File: src/rtl/clkdiv_pkg.sv
package clkdiv_pkg;

   localparam int CODE_W      = 4;
   localparam int BASE_W      = 4;
   localparam int SCALE_SHIFT = 3;
   localparam int RATIO_W     = BASE_W + SCALE_SHIFT;

   // bit 0: first half of a source cycle, bit 1: second half
   typedef logic [1:0] slot_pair_t;

   typedef struct packed {
      logic [RATIO_W-1:0] ratio;
      logic               inv;
   } div_cfg_t;

   // base from code[1:0] and table, scaled by 2**code[3:2]
   function automatic logic [RATIO_W-1:0] ratio_of(input logic [CODE_W-1:0] code,
                                                   input logic              tbl);
      logic [BASE_W-1:0] base;
      case ({tbl, code[1:0]})
         3'b000:  base = 4'd2;
         3'b001:  base = 4'd3;
         3'b010:  base = 4'd5;
         3'b011:  base = 4'd7;
         3'b100:  base = 4'd4;
         3'b101:  base = 4'd3;
         3'b110:  base = 4'd5;
         default: base = 4'd9;
      endcase
      return RATIO_W'(base) << code[3:2];
   endfunction

endpackage

File: src/rtl/clkdiv_pd_filter.sv
module clkdiv_pd_filter #(
   parameter int SAMPLES = 2
) (
   input  logic clk,
   input  logic rst_n,
   input  logic pd_n,
   output logic pd_hold
);

   if (SAMPLES == 1) begin : g_direct
      assign pd_hold = ~pd_n;
   end else begin : g_hist
      localparam int HD = SAMPLES - 1;
      logic [HD-1:0] hist_q;

      always_ff @(posedge clk or negedge rst_n) begin
         if (!rst_n) hist_q <= '1;
         else        hist_q <= HD'({hist_q, pd_n});
      end

      // low now and on each of the previous SAMPLES-1 edges
      assign pd_hold = ~pd_n & ~(|hist_q);
   end

endmodule

File: src/rtl/clkdiv_period_ctrl.sv
module clkdiv_period_ctrl
   import clkdiv_pkg::*;
#(
   parameter logic [CODE_W-1:0] RST_CODE  = 4'b0101,
   parameter logic              RST_TABLE = 1'b0
) (
   input  logic               clk,
   input  logic               rst_n,
   input  logic [CODE_W-1:0]  code_in,
   input  logic               tbl_in,
   input  logic               inv_in,
   input  logic               en_in,
   input  logic               pd_hold,
   output slot_pair_t         pair_d,
   output logic [RATIO_W-1:0] cnt_q,
   output logic               run_q,
   output div_cfg_t           cfg_q
);

   localparam logic [RATIO_W-1:0] RST_RATIO = ratio_of(RST_CODE, RST_TABLE);

   logic               at_end;
   logic [RATIO_W-1:0] cnt_d;
   div_cfg_t           cfg_d;
   logic               run_d;
   logic               h0, h1;

   always_comb begin
      at_end = (cnt_q == cfg_q.ratio - RATIO_W'(1));
      cfg_d  = cfg_q;
      run_d  = run_q;
      cnt_d  = cnt_q + RATIO_W'(1);
      if (at_end) begin
         // every setting is taken only here
         cfg_d.ratio = ratio_of(code_in, tbl_in);
         cfg_d.inv   = inv_in;
         run_d       = en_in & ~pd_hold;
         cnt_d       = '0;
      end
      // half-slot 2c and 2c+1 are high while below the ratio
      h0     = {cnt_d, 1'b0} < {1'b0, cfg_d.ratio};
      h1     = {cnt_d, 1'b1} < {1'b0, cfg_d.ratio};
      pair_d = {run_d & (cfg_d.inv ^ h1), run_d & (cfg_d.inv ^ h0)};
   end

   always_ff @(posedge clk or negedge rst_n) begin
      if (!rst_n) begin
         cnt_q     <= '0;
         run_q     <= 1'b1;
         cfg_q.ratio <= RST_RATIO;
         cfg_q.inv <= 1'b0;
      end else begin
         cnt_q <= cnt_d;
         run_q <= run_d;
         cfg_q <= cfg_d;
      end
   end

endmodule

File: src/rtl/clkdiv_wave_out.sv
module clkdiv_wave_out
   import clkdiv_pkg::*;
#(
   parameter slot_pair_t RST_PAIR = 2'b11
) (
   input  logic       clk,
   input  logic       rst_n,
   input  slot_pair_t pair_d,
   output logic       clk_div
);

   slot_pair_t nxt_q;
   logic       p_q;
   logic       n_pre_q;
   logic       n_q;

   // p_q covers a slot pair only when both halves are high; n_q covers the
   // second half of a cycle together with the first half of the next one.
   always_ff @(posedge clk or negedge rst_n) begin
      if (!rst_n) begin
         nxt_q   <= RST_PAIR;
         p_q     <= 1'b0;
         n_pre_q <= 1'b0;
      end else begin
         nxt_q   <= pair_d;
         p_q     <= nxt_q[0] & nxt_q[1];
         n_pre_q <= nxt_q[1] & pair_d[0];
      end
   end

   always_ff @(negedge clk or negedge rst_n) begin
      if (!rst_n) n_q <= 1'b0;
      else        n_q <= n_pre_q;
   end

   assign clk_div = p_q | n_q;

endmodule

File: src/rtl/clkdiv_top.sv
module clkdiv_top
   import clkdiv_pkg::*;
#(
   parameter logic [CODE_W-1:0] RST_CODE   = 4'b0101,
   parameter logic              RST_TABLE  = 1'b0,
   parameter int                PD_SAMPLES = 2
) (
   input  logic              clk_src,
   input  logic              rst_n,
   input  logic [CODE_W-1:0] div_code,
   input  logic              tbl_sel,
   input  logic              invert,
   input  logic              enable,
   input  logic              pd_n,
   output logic              clk_div
);

   if (PD_SAMPLES < 1) begin : g_bad_pd
      $error("PD_SAMPLES must be at least 1");
   end
   if (CODE_W != 4) begin : g_bad_code
      $error("divide code must be 4 bits wide");
   end
   if (ratio_of(RST_CODE, RST_TABLE) < 2) begin : g_bad_rst
      $error("reset ratio must be at least 2");
   end

   logic               pd_hold;
   slot_pair_t         pair_d;
   logic [RATIO_W-1:0] cnt_q;
   logic               run_q;
   div_cfg_t           cfg_q;

   clkdiv_pd_filter #(.SAMPLES(PD_SAMPLES)) u_pd (
      .clk     (clk_src),
      .rst_n   (rst_n),
      .pd_n    (pd_n),
      .pd_hold (pd_hold)
   );

   clkdiv_period_ctrl #(.RST_CODE(RST_CODE), .RST_TABLE(RST_TABLE)) u_ctrl (
      .clk     (clk_src),
      .rst_n   (rst_n),
      .code_in (div_code),
      .tbl_in  (tbl_sel),
      .inv_in  (invert),
      .en_in   (enable),
      .pd_hold (pd_hold),
      .pair_d  (pair_d),
      .cnt_q   (cnt_q),
      .run_q   (run_q),
      .cfg_q   (cfg_q)
   );

   // reset period is running and non-inverted, ratio >= 2: first two slots high
   clkdiv_wave_out #(.RST_PAIR(2'b11)) u_wave (
      .clk     (clk_src),
      .rst_n   (rst_n),
      .pair_d  (pair_d),
      .clk_div (clk_div)
   );

endmodule

File: config.mk
export PLATFORM = sky130hd
export DESIGN_NAME = clkdiv_top
export DESIGN_NICKNAME = d
export VERILOG_FILES = /design/src/rtl/clkdiv_pkg.sv /design/src/rtl/clkdiv_pd_filter.sv /design/src/rtl/clkdiv_period_ctrl.sv /design/src/rtl/clkdiv_wave_out.sv /design/src/rtl/clkdiv_top.sv
export SDC_FILE = /design/constraint.sdc
export NUM_CORES = 1
export LEC_CHECK = 0
export BUFFER_PORTS_ARGS = -buffer_cell sky130_fd_sc_hd__buf_4
export CORE_ASPECT_RATIO = 0.9
export CORE_MARGIN = 1.5
export CORE_UTILIZATION = 35
export DETAILED_ROUTE_END_ITERATION = 12
export GPL_TIMING_DRIVEN = 1
export PLACE_DENSITY = 0.48
export RECOVER_POWER = 50
export SYNTH_ARGS = -nofsm -noshare
export SYNTH_HDL_FRONTEND = slang
export SYNTH_HIERARCHICAL = 1
export SYNTH_SLANG_ARGS = --single-unit
export TNS_END_PERCENT = 20
File: constraint.sdc
create_clock -name clk_src -period 9.8 [get_ports clk_src]
set_input_delay 1.96 -clock clk_src [delete_from_list [all_inputs] [get_ports clk_src]]
set_output_delay 1.96 -clock clk_src [all_outputs]
set_load 0.01 [all_outputs]
==> impl_metrics.py <==
metrics = {
    "placement": {
        "place_hpwl_mm": 2.37,
        "dp_slack_ns": 2.28,
        "finalWeightedCongestion": 0.892,
        "placement.cell_area_um2": 1610,
        "numPortBuffers": 10,
    },
    "route": {
        "routed_via_density": 5.13,
        "dr.pass1.iters": 4,
        "wirelength_mm": 3.02,
        "drtAntennaViolNets": 0,
        "vias": 1098,
        "wire_per_inst_um": 14.1,
        "first_iter_violations": 31,
        "drc_errors": 0,
    },
    "yosys": {
        "synthCells": 156,
        "syn_area_per_cell_um2": 9.64,
        "synth-edff-count": 0,
        "ys_async_sr_fraction_pct": 100,
        "ys_ff_latch": 22,
        "yosysWarnings": 6,
        "yosys.area.top_type": "dfrtp_1",
        "synth-main-ff-cell": "dfrtp_1",
        "synth_area_um2": 1500,
        "synth_area_leaders": "dfrtp_1 (25%), dfstp_2 (10%), mux2i_1 (7.3%)",
        "ys_types": 35,
        "seq_area_frac_synth_pct": 37.1,
        "yosysTopAreaCellShare_pct": 25.0,
        "synth_nets": 174,
    },
    "final_layout": {
        "antenna_cells": 0,
        "layout-drive-gt1-share_pct": 16.9,
        "nNetsFinal": 185,
        "multi_input_area_um2": 893,
        "fin_area_um2": 1680,
        "area_delta_synth_final_pct": 11.5,
        "nFillCells": 393,
        "seqCellArea_um2": 558,
    },
    "worst_hold_path": {
        "hp-class": "flip-flop to flip-flop",
        "whs_path_depth": 1,
    },
    "clock_network": {
        "cts_sinks": 22,
        "numCtsBuffers": 3,
        "clk-insertion-delay-late_ns": 0.27,
        "cts_setup_buffers": 0,
        "cts.repair.resized": 0,
        "clk_path_buf_depth": 2,
        "path_clk_slew_ns": 0.08,
        "tritoncts": "done",
        "cts-root-buf": "clkbuf_8",
        "ctsHoldBuffers": 0,
        "cts_max_level": 1,
    },
    "floorplan": {
        "die_w_um": 72.1,
        "num_io_pins": 11,
        "core-area_um2": 4100,
        "placementRows": 22,
        "die_h_um": 65.2,
        "dieArea_um2": 4700,
        "start_util_pct": 36.7,
    },
    "power": {
        "p_leak_nw": 0.713,
        "p_per_area_nw_per_um2": 375,
        "ir_drop_uv": 85.5,
    },
    "timing": {
        "slew_viol_final": 0,
        "final_hold_viol_count": 0,
        "worst-slew-pin-transition_ns": 1.19,
        "fin_tns_setup_ns": 0,
        "hold_ws_ns": 0.522,
        "fin_ws_ns": 1.99,
        "relSlewSlack_pct": 20.5,
        "rsz0062_at_grt": "no",
        "worst_clock_skew_ns": 0.0123,
        "finalSetupViolations": 0,
    },
    "critical_path": {
        "required_ns": 7.84,
        "rr_worst_depth": 0,
        "cp-start-kind": "flip-flop",
        "cp-end-kind": "output pin",
        "crit_type": "flip-flop to output pin",
        "worstPathMaxFanout": 1,
        "cp.arrival_ns": 5.85,
    },
    "grt": {
        "grt_pass1_wl_mm": 5.22,
        "grt_max_degree": 26,
        "overflow": 0,
        "grt_pass1_vias": 1102,
        "track_usage_pct": 14.4,
        "antenna_found_initial": 0,
    },
    "run_status": {
        "outcome": "finished clean",
    },
    "run": {
        "max-cap-violations": 0,
    },
}
==> cell usage in the layout, fill, tap and decap left out, types with 5 or more instances in the layout <==
| cell type | synthesis | layout |
|---|---|---|
| nand3_1 | 7 | 7 |
| mux2i_1 | 11 | 11 |
| mux2_2 | 7 | 7 |
| buf_4 | 2 | 9 |
| o21ai_0 | 6 | 6 |
| dfstp_2 | 6 | 6 |
| inv_1 | 5 | 5 |
| dfrtp_1 | 15 | 15 |
| nand2_1 | 10 | 10 |
| nor3_1 | 5 | 5 |
| xor2_1 | 9 | 9 |
| nor2_1 | 19 | 19 |
| ha_1 | 8 | 8 |
| xnor2_1 | 8 | 8 |
==> layer usage <==
metal  vias up  track usage (%)  wire (um)  share of wire [%]
met2        14             23.3       1400                 46
met5         -                0          0                  0
met4         0             6.84         45                1.5
met3         4            0.920         53                1.8
li1        559                -          -                  -
met1       521             19.8       1520                 50
==> per-stage QoR <==
step	utilization (%)	total power, W	std cells
after floorplan	-	0.000469	156
after global placement	39.3	0.000529	210
after detailed placement	39.3	0.000547	210
after CTS	41.1	0.000634	214
after global routing	40.9	0.000690	214
final	40.9	0.000628	214
==> layout make-up <==
class,instances,share of cell area [%]
clock inverter,1,1.79
timing repair buffer,11,4.48
clock buffer,3,2.46
inverter,5,1.12
sequential,22,33.3
multi-input combinational,124,53.3
tap,48,3.58
==> flip-flops by register name (all words and copies together) (netlist names) <==
register            count
u_ctrl/cfg_q            8
u_ctrl/cnt_q            7
u_ctrl/run_q            1
u_pd/g_hist.hist_q      1
u_wave/n_pre_q          1
u_wave/n_q              1
u_wave/nxt_q            2
u_wave/p_q              1
==> worst paths after layout <==
check                                       endpoint                      start  slack (ns)
setup / recovery                             clk_div       u_wave/n_q$_DFF_NN0_        1.99
max in group asynchronous       u_wave/n_q$_DFF_NN0_                      rst_n        2.38
hold reg to reg                 u_wave/p_q$_DFF_PN0_  u_wave/nxt_q[1]$_DFF_PN1_        0.52
hold / removal                  u_wave/p_q$_DFF_PN0_  u_wave/nxt_q[1]$_DFF_PN1_        0.52
min in group asynchronous  u_ctrl/cfg_q[5]$_DFF_PN0_                      rst_n        1.91
setup reg to reg                u_wave/n_q$_DFF_NN0_   u_wave/n_pre_q$_DFF_PN0_        4.41
==> synth_stat cells, types with 5 or more instances <==
library cell / n
ha_1: 8
inv_1: 5
mux2_2: 7
nand3_1: 7
xor2_1: 9
nor2_1: 19
nor3_1: 5
mux2i_1: 11
dfrtp_1: 15
o21ai_0: 6
dfstp_2: 6
xnor2_1: 8
nand2_1: 10
==> kinds of logic after synthesis <==
group           share of synthesized area [%]
compound gates                           9.15
fa+ha+maj                                6.66
flops                                    37.1
mux                                      14.8
buf+inv                                  3.49
xor+xnor                                 9.90
simple gates                             18.9
==> critical path, cell delays in order, from the launching register on <==
cell,delay [ns]
dfrtn_1,0.32
or2_1,0.21
buf_4,0.14
==> where the power goes <==
group	internal (W)	switching (W)	leakage, nW
registers	0.000135	0.0000425	0.265
clock network	0.0000546	0.0000299	0.0357
logic	0.000170	0.000197	0.413
total	0.000359	0.000269	0.713
No activity file was read; power rests on OpenSTA's default activity.
